### src/rtl/serp_pkg.sv
package serp_pkg;
  localparam int DW = 8;
  localparam int BIT_TICKS = 16;
  localparam int TCNT_W = $clog2(BIT_TICKS);

  localparam logic [2:0] A_CTRL = 3'd0;
  localparam logic [2:0] A_RATE = 3'd1;
  localparam logic [2:0] A_TXD  = 3'd2;
  localparam logic [2:0] A_STAT = 3'd3;
  localparam logic [2:0] A_RXD  = 3'd4;

  localparam logic [1:0] CK_INT_PIN = 2'b01;

  typedef struct packed {
    logic       sync;
    logic [1:0] cks;
    logic       tend_ie;
    logic       tx_ie;
    logic       rx_ie;
    logic       re;
    logic       te;
  } ctrl_t;

  typedef struct packed {
    logic orer;
    logic fer;
    logic rdrf;
    logic tend;
    logic tdre;
  } stat_t;

  typedef enum logic [1:0] {S_IDLE, S_START, S_DATA, S_STOP} fsm_e;
endpackage

### src/rtl/serp_tick.sv
module serp_tick #(
  parameter int RATE_W = 8
) (
  input  logic              clk_i,
  input  logic              rst_ni,
  input  logic              ext_sel_i,
  input  logic [RATE_W-1:0] rate_i,
  input  logic              ext_clk_i,
  output logic              tick_o
);
  logic [RATE_W-1:0] cnt_q, cnt_d;
  logic [2:0]        ext_q, ext_d;
  logic              int_hit;

  assign int_hit = (cnt_q >= rate_i);

  always_comb begin
    cnt_d = int_hit ? '0 : cnt_q + 1'b1;
    ext_d = {ext_q[1:0], ext_clk_i};
  end

  always_ff @(posedge clk_i or negedge rst_ni) begin
    if (!rst_ni) begin
      cnt_q <= '0;
      ext_q <= '0;
    end else begin
      cnt_q <= cnt_d;
      ext_q <= ext_d;
    end
  end

  assign tick_o = ext_sel_i ? (ext_q[1] & ~ext_q[2]) : int_hit;

  p_ext_tick_gap_r7: assert property (@(posedge clk_i) disable iff (!rst_ni)
    (ext_sel_i && tick_o) |=> !tick_o);
endmodule

### src/rtl/serp_tx.sv
module serp_tx
  import serp_pkg::*;
#(
  parameter int W = DW
) (
  input  logic         clk_i,
  input  logic         rst_ni,
  input  logic         en_i,
  input  logic         tick_i,
  input  logic         load_i,
  input  logic [W-1:0] data_i,
  output logic         busy_o,
  output logic         done_o,
  output logic         txd_o
);
  localparam int BW = (W > 1) ? $clog2(W) : 1;

  fsm_e              st_q, st_d;
  logic [TCNT_W-1:0] cnt_q, cnt_d;
  logic [BW-1:0]     bit_q, bit_d;
  logic [W-1:0]      sh_q, sh_d;
  logic              last_tick;

  assign last_tick = tick_i && (cnt_q == TCNT_W'(BIT_TICKS - 1));

  always_comb begin
    st_d   = st_q;
    cnt_d  = cnt_q;
    bit_d  = bit_q;
    sh_d   = sh_q;
    done_o = 1'b0;
    if (st_q != S_IDLE && tick_i) cnt_d = last_tick ? '0 : cnt_q + 1'b1;
    case (st_q)
      S_IDLE: if (load_i) begin
        st_d  = S_START;
        cnt_d = '0;
        sh_d  = data_i;
      end
      S_START: if (last_tick) begin
        st_d  = S_DATA;
        bit_d = '0;
      end
      S_DATA: if (last_tick) begin
        sh_d = sh_q >> 1;
        if (bit_q == BW'(W - 1)) st_d = S_STOP;
        else bit_d = bit_q + 1'b1;
      end
      default: if (last_tick) begin
        st_d   = S_IDLE;
        done_o = 1'b1;
      end
    endcase
    if (!en_i) begin
      st_d   = S_IDLE;
      done_o = 1'b0;
    end
  end

  always_ff @(posedge clk_i or negedge rst_ni) begin
    if (!rst_ni) begin
      st_q  <= S_IDLE;
      cnt_q <= '0;
      bit_q <= '0;
      sh_q  <= '0;
    end else begin
      st_q  <= st_d;
      cnt_q <= cnt_d;
      bit_q <= bit_d;
      sh_q  <= sh_d;
    end
  end

  assign busy_o = (st_q != S_IDLE);
  assign txd_o  = (st_q == S_START) ? 1'b0 : (st_q == S_DATA) ? sh_q[0] : 1'b1;

  p_load_when_idle_r10: assert property (@(posedge clk_i) disable iff (!rst_ni)
    load_i |-> (st_q == S_IDLE));
  p_off_goes_idle_r1: assert property (@(posedge clk_i) disable iff (!rst_ni)
    !en_i |=> (txd_o && !busy_o));
endmodule

### src/rtl/serp_rx.sv
module serp_rx
  import serp_pkg::*;
#(
  parameter int W = DW
) (
  input  logic         clk_i,
  input  logic         rst_ni,
  input  logic         en_i,
  input  logic         tick_i,
  input  logic         rxd_i,
  output logic [W-1:0] data_o,
  output logic         stop_o,
  output logic         done_o
);
  localparam int BW = (W > 1) ? $clog2(W) : 1;

  fsm_e              st_q, st_d;
  logic [TCNT_W-1:0] cnt_q, cnt_d;
  logic [BW-1:0]     bit_q, bit_d;
  logic [W-1:0]      sh_q, sh_d;
  logic [1:0]        sync_q;
  logic              rxs, last_tick;

  assign rxs       = sync_q[1];
  assign last_tick = tick_i && (cnt_q == TCNT_W'(BIT_TICKS - 1));

  always_comb begin
    st_d   = st_q;
    cnt_d  = cnt_q;
    bit_d  = bit_q;
    sh_d   = sh_q;
    done_o = 1'b0;
    if (st_q != S_IDLE && tick_i) cnt_d = last_tick ? '0 : cnt_q + 1'b1;
    case (st_q)
      S_IDLE: if (tick_i && !rxs) begin
        st_d  = S_START;
        cnt_d = '0;
      end
      S_START: if (tick_i && cnt_q == TCNT_W'(BIT_TICKS / 2 - 1)) begin
        st_d  = rxs ? S_IDLE : S_DATA;
        cnt_d = '0;
        bit_d = '0;
      end
      S_DATA: if (last_tick) begin
        sh_d = {rxs, sh_q[W-1:1]};
        if (bit_q == BW'(W - 1)) st_d = S_STOP;
        else bit_d = bit_q + 1'b1;
      end
      default: if (last_tick) begin
        st_d   = S_IDLE;
        done_o = 1'b1;
      end
    endcase
    if (!en_i) begin
      st_d   = S_IDLE;
      done_o = 1'b0;
    end
  end

  always_ff @(posedge clk_i or negedge rst_ni) begin
    if (!rst_ni) begin
      st_q   <= S_IDLE;
      cnt_q  <= '0;
      bit_q  <= '0;
      sh_q   <= '0;
      sync_q <= 2'b11;
    end else begin
      st_q   <= st_d;
      cnt_q  <= cnt_d;
      bit_q  <= bit_d;
      sh_q   <= sh_d;
      sync_q <= {sync_q[0], rxd_i};
    end
  end

  assign data_o = sh_q;
  assign stop_o = rxs;

  p_rx_idle_when_off_r4: assert property (@(posedge clk_i) disable iff (!rst_ni)
    !en_i |=> (st_q == S_IDLE));
endmodule

### src/rtl/serp_port.sv
module serp_port
  import serp_pkg::*;
(
  input  logic          clk_i,
  input  logic          rst_ni,
  input  logic          wr_en_i,
  input  logic [2:0]    addr_i,
  input  logic [DW-1:0] wdata_i,
  output logic [DW-1:0] rdata_o,
  output logic          txd_o,
  output logic          txd_oe_o,
  input  logic          rxd_i,
  output logic          sck_o,
  output logic          sck_oe_o,
  input  logic          sck_i,
  output logic          irq_rx_o,
  output logic          irq_tx_o,
  output logic          irq_tend_o
);
  localparam int DIV_W = $clog2(BIT_TICKS / 2);

  logic [1:0]       rst_q;
  logic             rst_n;
  ctrl_t            ctrl_q, ctrl_d;
  stat_t            stat_q, stat_d;
  logic [DW-1:0]    rate_q, rate_d, tdr_q, tdr_d, rdr_q, rdr_d;
  logic             sck_q, sck_d;
  logic [DIV_W-1:0] div_q, div_d;
  logic             wr_ctrl, wr_rate, wr_tdr, wr_stat;
  logic             tick, load, tx_busy, tx_done, tx_line;
  logic             rx_done, rx_stop, sck_act;
  logic [DW-1:0]    rx_data;

  always_ff @(posedge clk_i or negedge rst_ni) begin
    if (!rst_ni) rst_q <= 2'b00;
    else         rst_q <= {rst_q[0], 1'b1};
  end
  assign rst_n = rst_q[1];

  assign wr_ctrl = wr_en_i && (addr_i == A_CTRL);
  assign wr_rate = wr_en_i && (addr_i == A_RATE);
  assign wr_tdr  = wr_en_i && (addr_i == A_TXD);
  assign wr_stat = wr_en_i && (addr_i == A_STAT);
  assign load    = ctrl_q.te && !stat_q.tdre && !tx_busy && !wr_tdr;
  assign sck_act = (ctrl_q.cks == CK_INT_PIN) && (!ctrl_q.sync || ctrl_q.re);

  serp_tick #(.RATE_W(DW)) u_tick (
    .clk_i(clk_i), .rst_ni(rst_n), .ext_sel_i(ctrl_q.cks[1]),
    .rate_i(rate_q), .ext_clk_i(sck_i), .tick_o(tick));

  serp_tx #(.W(DW)) u_tx (
    .clk_i(clk_i), .rst_ni(rst_n), .en_i(ctrl_q.te), .tick_i(tick),
    .load_i(load), .data_i(tdr_q), .busy_o(tx_busy), .done_o(tx_done),
    .txd_o(tx_line));

  serp_rx #(.W(DW)) u_rx (
    .clk_i(clk_i), .rst_ni(rst_n), .en_i(ctrl_q.re), .tick_i(tick),
    .rxd_i(rxd_i), .data_o(rx_data), .stop_o(rx_stop), .done_o(rx_done));

  always_comb begin
    ctrl_d = wr_ctrl ? ctrl_t'(wdata_i) : ctrl_q;
    rate_d = wr_rate ? wdata_i : rate_q;
    tdr_d  = wr_tdr  ? wdata_i : tdr_q;
    rdr_d  = rdr_q;
    stat_d = stat_q;
    if (wr_stat) begin
      if (wdata_i[1]) stat_d.tend = 1'b0;
      if (wdata_i[2]) stat_d.rdrf = 1'b0;
      if (wdata_i[3]) stat_d.fer  = 1'b0;
      if (wdata_i[4]) stat_d.orer = 1'b0;
    end
    if (tx_done && stat_q.tdre) stat_d.tend = 1'b1;
    if (load) stat_d.tdre = 1'b1;
    if (wr_tdr) begin
      stat_d.tdre = 1'b0;
      stat_d.tend = 1'b0;
    end
    if (!ctrl_q.te) stat_d.tdre = 1'b1;
    if (rx_done) begin
      if (stat_q.rdrf) stat_d.orer = 1'b1;
      else begin
        stat_d.rdrf = 1'b1;
        stat_d.fer  = !rx_stop;
        rdr_d       = rx_data;
      end
    end
    sck_d = sck_q;
    div_d = div_q;
    if (!sck_act) begin
      sck_d = 1'b1;
      div_d = '0;
    end else if (tick) begin
      div_d = div_q + 1'b1;
      if (&div_q) sck_d = !sck_q;
    end
  end

  always_ff @(posedge clk_i or negedge rst_n) begin
    if (!rst_n) begin
      ctrl_q <= '0;
      stat_q <= '{orer: 1'b0, fer: 1'b0, rdrf: 1'b0, tend: 1'b1, tdre: 1'b1};
      rate_q <= '0;
      tdr_q  <= '0;
      rdr_q  <= '0;
      sck_q  <= 1'b1;
      div_q  <= '0;
    end else begin
      ctrl_q <= ctrl_d;
      stat_q <= stat_d;
      rate_q <= rate_d;
      tdr_q  <= tdr_d;
      rdr_q  <= rdr_d;
      sck_q  <= sck_d;
      div_q  <= div_d;
    end
  end

  always_comb begin
    case (addr_i)
      A_CTRL:  rdata_o = ctrl_q;
      A_RATE:  rdata_o = rate_q;
      A_TXD:   rdata_o = tdr_q;
      A_STAT:  rdata_o = DW'(stat_q);
      A_RXD:   rdata_o = rdr_q;
      default: rdata_o = '0;
    endcase
  end

  assign txd_o      = ctrl_q.te ? tx_line : 1'b1;
  assign txd_oe_o   = ctrl_q.te;
  assign sck_o      = sck_q;
  assign sck_oe_o   = sck_act;
  assign irq_rx_o   = ctrl_q.rx_ie && (stat_q.rdrf || stat_q.fer || stat_q.orer);
  assign irq_tx_o   = ctrl_q.tx_ie && stat_q.tdre;
  assign irq_tend_o = ctrl_q.tend_ie && stat_q.tend;

  p_tdre_when_off_r1: assert property (@(posedge clk_i) disable iff (!rst_n)
    !ctrl_q.te |=> stat_q.tdre);
  p_rdr_kept_r2: assert property (@(posedge clk_i) disable iff (!rst_n)
    !ctrl_q.re |=> $stable(rdr_q));
  p_flags_kept_r2: assert property (@(posedge clk_i) disable iff (!rst_n)
    (!ctrl_q.re && !wr_stat) |=> $stable({stat_q.rdrf, stat_q.fer, stat_q.orer}));
  p_sync_sck_hold_r6: assert property (@(posedge clk_i) disable iff (!rst_n)
    (ctrl_q.sync && !ctrl_q.re) |=> sck_o);
  p_overrun_r9: assert property (@(posedge clk_i) disable iff (!rst_n)
    (rx_done && stat_q.rdrf) |=> (stat_q.orer && $stable(rdr_q)));
  p_tdr_write_r10: assert property (@(posedge clk_i) disable iff (!rst_n)
    (wr_tdr && ctrl_q.te) |=> (!stat_q.tdre && !stat_q.tend));
endmodule

### config.mk
export PLATFORM = sky130hd
export DESIGN_NAME = serp_port
export DESIGN_NICKNAME = d
export VERILOG_FILES = /design/src/rtl/serp_pkg.sv /design/src/rtl/serp_tick.sv /design/src/rtl/serp_tx.sv /design/src/rtl/serp_rx.sv /design/src/rtl/serp_port.sv
export SDC_FILE = /design/constraint.sdc
export NUM_CORES = 1
export LEC_CHECK = 0
export BUFFER_PORTS_ARGS = -buffer_cell sky130_fd_sc_hd__buf_2
export CAP_MARGIN = 20
export CORE_ASPECT_RATIO = 0.8
export CORE_UTILIZATION = 60
export DETAILED_ROUTE_END_ITERATION = 12
export PLACE_DENSITY = 0.87
export SLEW_MARGIN = 15
export SYNTH_ARGS = -nofsm -noshare
export SYNTH_HDL_FRONTEND = slang
export SYNTH_SLANG_ARGS = --single-unit
### constraint.sdc
create_clock -name clk_i -period 3.5 [get_ports clk_i]
set_clock_uncertainty 0.05 [all_clocks]
set_input_delay 0.525 -clock clk_i [delete_from_list [all_inputs] [get_ports clk_i]]
set_output_delay 0.525 -clock clk_i [all_outputs]
set_load 0.01 [all_outputs]
==> impl_results.md, run 1 <==
- Placeable Area: 7392 um2
- Drt drc: 0
- Hold path endpoint: u_rx.sync_q[0]
- #FFs+latches synth: 90
- Yosys warns: 0
- Via/cell ratio: 6.163
- Syn Nets: 458
- Port Buffer Count: 30
- Clock sinks: 90
- Final min period: 2.590 ns
- P_sw: 0.9899 mW
- GR Overflow Total: 0
- CTS H-tree depth: 3
- DP Area: 4820 um2
- Clock power share: 0.264
- I/O Pins: 31
- CTS tree: built
- CP arrival: 2.79 ns
- Post-synth top flop: dfrtp_1
- Layout cells sized above 1: 0.2249
- Startpoint types: flop
- Vias in the first global route: 3,373
- Final nets: 490
- Switching share of power: 0.3430
- TritonCTS Buffers: 9
- Area grow syn2layout: 11.22%
- Netlist cell types: 51
- Final wirelength: approximately 10 mm
- EDFF count, synth: 0
- GRT Total Usage: 0.2761
- Most common cell in the synthesized netlist: dfrtp_1
- Final Cell Area: 5072 um2
- Sequential fraction of design power: 0.491
- VDD IR-drop max: 0.3830 mV
- Unrepaired setup endpoints after global routing: no
- Site Rows: 28
- Final Hold Vio Count: 0
- Finished Layout Cells: 563
- N_diodes: 0
- Final Max Slew Viols: 0
- Status: finished, final reports clean
- Final Cycle Share: 0.7399
- R2R Path Start: u_tick.cnt_q[0]
- Reg2reg path depth: 9
- Pin count of the biggest net entering global routing: 89
- Vias: between 3k and 4k
- Power Internal: between 1.5 and 2 mW
- Worst R2R End: u_rx.data_o[5]
- Setup TNS Final: 0 ns
- Clock Latency Late Sink: 0.36 ns
- # Max-Cap Violations: 0
- Longest Clk Path Bufs: 2
- Endpoints failing setup: 0
- Hpwl dp: 7.199 mm
- Leakage power: 2.363 nW
- Synth area leader: dfrtp_1
- Area share of the largest cell type after synthesis: 0.4664
- Combinational Power Share: 0.245
- Starting density of the core: 0.6170
- Syn avg cell area: 10.83 um2
- Slew HR: 0.4685
- Main area contributors after synthesis: dfrtp_1 (47%), mux2_2 (8.6%), ha_1 (5.8%)
- Clock slew at reported path FFs: 0.10 ns
- Setup crit end kind: flop
- Post-Syn Instances: roughly 420
- Post-synth ARST share: 1.000
- Synthesized area: 4561 um2
- First-pass GRT wire length: 16.66 mm
- WP data required: 3.70 ns
- Root Buffer: clkbuf_8
- Max Clk Rate: around 0.39 GHz
- Post-CTS Setup Bufs: 0
- Power Density: 568.9 nW/um2
- Post-Place Worst Slack: 0.8667 ns
- Synth cell count leaders: dfrtp_1 (85), mux2_2 (35), nand2_1 (35), nor2_1 (31), o21ai_0 (24)
- Initial antenna violation count: 0
- Worst slew pin tran: 0.7938 ns
- DRT Pass-1 Iters: 5
- # resized after CTS: 0
- Routed len/inst: 17.68 um
- Die area: 7956 um2
- Hold Path Stages: 1
- Kind of critical path: flop to flop
- CP max FO: 13
- Chip width: 99.48 um
- Dpl cells: 545
- Sequential-to-total area share from yosys stat: 0.4952
- Min-Delay Path Class: input pin to flop
- Fin worst setup slack: 0.9104 ns
- Fin Hold WS: 0.2064 ns
- RD Place Congestion: 0.8854
- Die height: 79.98 um
- Initial DRC count: 278
- DRT antenna net count: 0
- Hold Crit Start: rxd_i
- Flop2flop setup slack: 0.91 ns
## cell usage in the layout, fill, tap and decap left out, types with 2 or more instances in the layout
cell and instances:
nor3b_1 2, nand2b_1 6, nand3_2 2, xnor2_1 2, a22o_1 3, o211ai_1 3, o311ai_0 3, mux2i_1 17
nand3_1 16, inv_8 4, a21o_1 2, and3_1 10, ha_1 21, o21ai_0 24, nand4_1 3, buf_4 5
nand2_1 35, nand3b_1 3, dfstp_2 5, o21a_1 3, o221ai_1 7, a211oi_1 3, xor2_1 5, o31ai_1 2
or3_1 2, a22oi_1 12, inv_1 17, o22ai_1 5, o32ai_1 2, buf_2 30, mux2_2 35, and2_1 6
clkbuf_8 9, nor2_1 31, a21oi_1 13, nor2b_1 5, dfrtp_1 84
## power groups by stage
stage | combinational [mW] | sequential, mW | clock [mW]
after floorplan | 0.539 | 1.36 | 0
after global placement | 0.646 | 1.43 | 0
after detailed placement | 0.682 | 1.44 | 0
after CTS | 0.688 | 1.42 | 0.781
after global routing | 0.794 | 1.44 | 0.822
final | 0.708 | 1.42 | 0.762
## sequential cells by signal, summed over array words and instances, names as in the netlist, 2 cells and up
register,cells
rate_q,8
div_q,3
u_rx.bit_q,3
u_rx.data_o,8
u_rx.cnt_q,4
ctrl_q,7
u_tick.ext_q,3
u_tx.cnt_q,4
u_tick.cnt_q,8
u_tx.bit_q,3
u_tx.sh_q,8
u_rx.sync_q,2
u_rx.st_q,2
stat_q,5
tdr_q,8
rst_q,2
rdr_q,8
u_tx.st_q,2
## how the worst max path moves through the flow
stage	from	end	slack (ns)
floorplan	rst_q[1]	ctrl_q[1]	0.77
global placement	u_tick.cnt_q[0]	u_rx.data_o[3]	0.96
detailed placement	addr_i[1]	u_tx.sh_q[5]	0.87
CTS	u_tick.cnt_q[0]	u_rx.data_o[4]	0.90
global route	u_tick.cnt_q[0]	u_rx.data_o[3]	0.73
finish	u_tick.cnt_q[0]	u_rx.data_o[5]	0.91
## worst max-delay path: stages (launching register included)
cell       delay (ns)
dfrtp_1          0.43
inv_1            0.06
ha_1             0.26
nand2b_1         0.15
a2111oi_2        0.44
o32ai_2          0.17
buf_4            0.21
and2_1           0.17
nand3_2          0.19
mux2_2           0.36
## layout make-up
cell class	count	area [um2]
flip-flops and latches	90	2262
inverters	17	63.81
clock inverters	7	91.34
fillers	542	2320
repair buffers	37	225.2
multi-input cells	298	2175
clock buffers	9	123.9
well taps	105	131.4
## logic make-up (layout without fill, tap and decap cells)
logic type	after synthesis	count (layout)	share of synthesized area
and+or+nand+nor	127	127	0.1427
DFF	90	90	0.4952
AOI/OAI and AO/OA	89	89	0.1336
muxes	53	53	0.1287
buffers and inverters	33	70	0.02798
adders and majority gates	21	21	0.05761
xor gates and xnor gates	7	7	0.01344
other	1	1	0.0008223
## what timing repair did
| item | in CTS | in global routing |
|---|---|---|
| hold buffers | 1 | 0 |
| setup endpoints to repair | 0 | 0 |
| hold endpoints to repair | 2 | 0 |
## routing by layer
metal / share of wire / track usage / routed length [um] / up-vias
li1: - / - / - / 1589
met1: 0.45 / 0.3701 / 4454 / 1730
met2: 0.47 / 0.4479 / 4707 / 132
met3: 0.064 / 0.06830 / 634 / 19
met4: 0.016 / 0.08088 / 159 / 0
met5: 0 / 0 / 0 / -
## through the flow
| stage | utilization | power [mW] |
|---|---|---|
| 5_1_grt | 0.6862 | 3.054 |
| 3_5_place_dp | 0.6520 | 2.125 |
| 4_1_cts | 0.6825 | 2.892 |
| 3_3_place_gp | 0.6520 | 2.074 |
| 6_report | 0.6862 | 2.886 |
| 2_1_floorplan | - | 1.900 |
Power figures use the tool's default switching activity.
==> inputs of run 2 (changes only) <==
==> constraint.sdc (replaced) <==
create_clock -name clk_i -period 2.6 [get_ports clk_i]
set_clock_uncertainty 0.05 [all_clocks]
set_input_delay 0.39 -clock clk_i [delete_from_list [all_inputs] [get_ports clk_i]]
set_output_delay 0.39 -clock clk_i [all_outputs]
set_load 0.01 [all_outputs]
==> run 2 against run 1 <==
  * Non-clock buffer count increased by 11
  * Critical endpoint is now rdr_q[7]
  * Die area unchanged
  * Flip-flop and latch count unchanged
  * Final area increased by 2.2%
  * Register-to-register slack got worse by 0.86 ns
  * Core utilization increased by 1.5 points
==> impl_results.md, run 2 (synthesized netlist as in run 1, its figures left out) <==
- N_diodes: 0
- Root Buffer: clkbuf_8
- Placeable Area: 7392 um2
- Final Max Slew Viols: 0
- Hold Crit Start: rxd_i
- Worst path bufs/invs: 1
- Final Hold Vio Count: 0
- Final wirelength: around 11 mm
- Hold Path Stages: 1
- Vias: roughly 3.5k
- Final Cell Area: ~5200 um2
- Clock power share: 0.238
- Commonest cells after routing, fill and taps aside: dfrtp_1 (84), nand2_1 (35), mux2_2 (35), nor2_1 (31), buf_2 (30)
- VDD IR-drop max: 0.5406 mV
- Leakage power: 2.408 nW
- Min-Delay Path Class: input pin to flop
- Startpoint types: flop
- TritonCTS Buffers: 9
- Power Internal: 2.512 mW
- Endpoints failing setup: 0
- Hold path endpoint: u_rx.sync_q[0]
- Kind of critical path: flop to flop
- CP delay by family, top: simple AND/OR/NAND/NOR gates
- Worst R2R End: rdr_q[7]
- GR Overflow Total: 0
- Max Clk Rate: 0.3920 GHz
- Final nets: 501
- Port Buffer Count: 30
- Die area: 7956 um2
- Flop2flop setup slack: 0.05 ns
- Starting density of the core: 0.6170
- Busiest layer in global routing: met2
- DP Area: between 4000 and 5000 um2
- Hpwl dp: 7.534 mm
- Power Density: 753.1 nW/um2
- Clock slew at reported path FFs: roughly 0.1 ns
- Switching share of power: 0.3568
- Slew HR: 0.5900
- Initial antenna violation count: 0
- Footprint of the multi-input gates: 2223 um2
- # Max-Cap Violations: 0
- Register area: 2262 um2
- Layout cells sized above 1: 0.2473
- Met2 usage: 0.4583
- CP max FO: 8
- Via/cell ratio: 6.166
- Setup crit end kind: flop
- Final Cycle Share: 0.9811
- Dpl cells: 554
- CTS H-tree depth: 3
- Most common cell after layout, fill and taps aside: dfrtp_1
- Status: finished, final reports clean
- Final min period: 2.551 ns
- Longest Clk Path Bufs: 2
- Reg2reg path depth: 8
- Pin count of the biggest net entering global routing: 46
- Slowest cell on the critical path: dfrtp_1
- P_sw: 1.394 mW
- Clock Latency Late Sink: around 0.37 ns
- CTS tree: built
- Drt drc: 0
- Crit-path cells: ha_1 -> and3_1 -> nand3b_1 -> o32ai_4 -> nand3_2 -> nor3_4 -> buf_12 -> mux2_2
- Finished Layout Cells: 574
- Routed len/inst: 18.33 um
- Area grow syn2layout: 13.72%
- Initial DRC count: about 270
- GR Util met3: 0.07093
- I/O Pins: 31
- Clock sinks: 90
- Vias in the first global route: 3,423
- CP peak stage delay: between 0.4 and 0.5 ns
- Worst slew pin tran: 0.6098 ns
- Die height: 79.98 um
- R2R Path Start: u_tick.cnt_q[5]
- CP arrival: roughly 2.8 ns
- M1 GR Usage: 0.3672
- First-pass GRT wire length: approximately 17 mm
- Chip width: 99.48 um
- Levels on crit path: 8
- RD Place Congestion: 0.8862
- Filler cells: 520
- GRT Total Usage: 0.2821
- WP data required: 2.80 ns
- Site Rows: 28
- Sequential fraction of design power: 0.484
- Combinational Power Share: 0.278
- DRT Pass-1 Iters: 5
- DRT antenna net count: 0
run 2: changes by cell type in the layout (fill, tap and decap cells not counted), moves of 2 or more:
cell	previous run	this run
inv_6	1	4
buf_12	0	2
ha_4	0	2
buf_4	5	14
ha_1	21	19
inv_8	4	2
run 2: what timing repair did:
action	in CTS	in global routing
resized for setup	0	6
pin swaps	1	3
hold buffers	1	0
endpoints found under the setup margin	8	29
hold endpoints to repair	2	0
buffers inserted	0	3
run 2: worst max path at each step:
stage | start | end | slack, ns
after global routing | u_tick.cnt_q[5] | rdr_q[7] | -0.03
after detailed placement | rate_q[7] | rdr_q[4] | 0.03
after CTS | u_tick.cnt_q[0] | rdr_q[7] | 0.02
after floorplan | u_tick.cnt_q[7] | rdr_q[0] | 0.29
final | u_tick.cnt_q[5] | rdr_q[7] | 0.05
after global placement | rate_q[7] | rdr_q[5] | 0.15
run 2: area by class of cell:
| class | instances | share of cell area |
|---|---|---|
| clock buffer | 9 | 0.02388 |
| timing repair buffer | 48 | 0.06104 |
| tap | 105 | 0.02533 |
| inverter | 17 | 0.01230 |
| sequential | 90 | 0.4362 |
| clock inverter | 7 | 0.01255 |
| multi-input combinational | 298 | 0.4287 |
run 2: stage by stage:
step	setup WS, ns	total power, mW	hold slack, ns	util	TNS [ns]
floorplan	0.2912	2.558	0.04441	-	0
global placement	0.1539	2.809	0.1248	0.6628	0
detailed placement	0.03445	2.898	0.1282	0.6628	0
CTS	0.01928	3.841	0.04602	0.6897	0
global route	-0.03293	4.121	0.03546	0.7016	-0.1353
finish	0.04912	3.906	0.06221	0.7016	0
run 2: power groups by stage:
| stage | sequential [mW] | combinational (mW) | clock (mW) |
|---|---|---|---|
| finish | 1.89 | 1.09 | 0.929 |
| CTS | 1.88 | 1.01 | 0.946 |
| global route | 1.92 | 1.20 | 1.00 |
| global placement | 1.89 | 0.920 | 0 |
| detailed placement | 1.91 | 0.991 | 0 |
| floorplan | 1.83 | 0.726 | 0 |
run 2: per-layer routing:
| layer | share of wire | vias up |
|---|---|---|
| li1 | - | 1609 |
| met1 | 0.43 | 1768 |
| met2 | 0.48 | 134 |
| met3 | 0.069 | 28 |
| met4 | 0.023 | 0 |
| met5 | 0 | - |
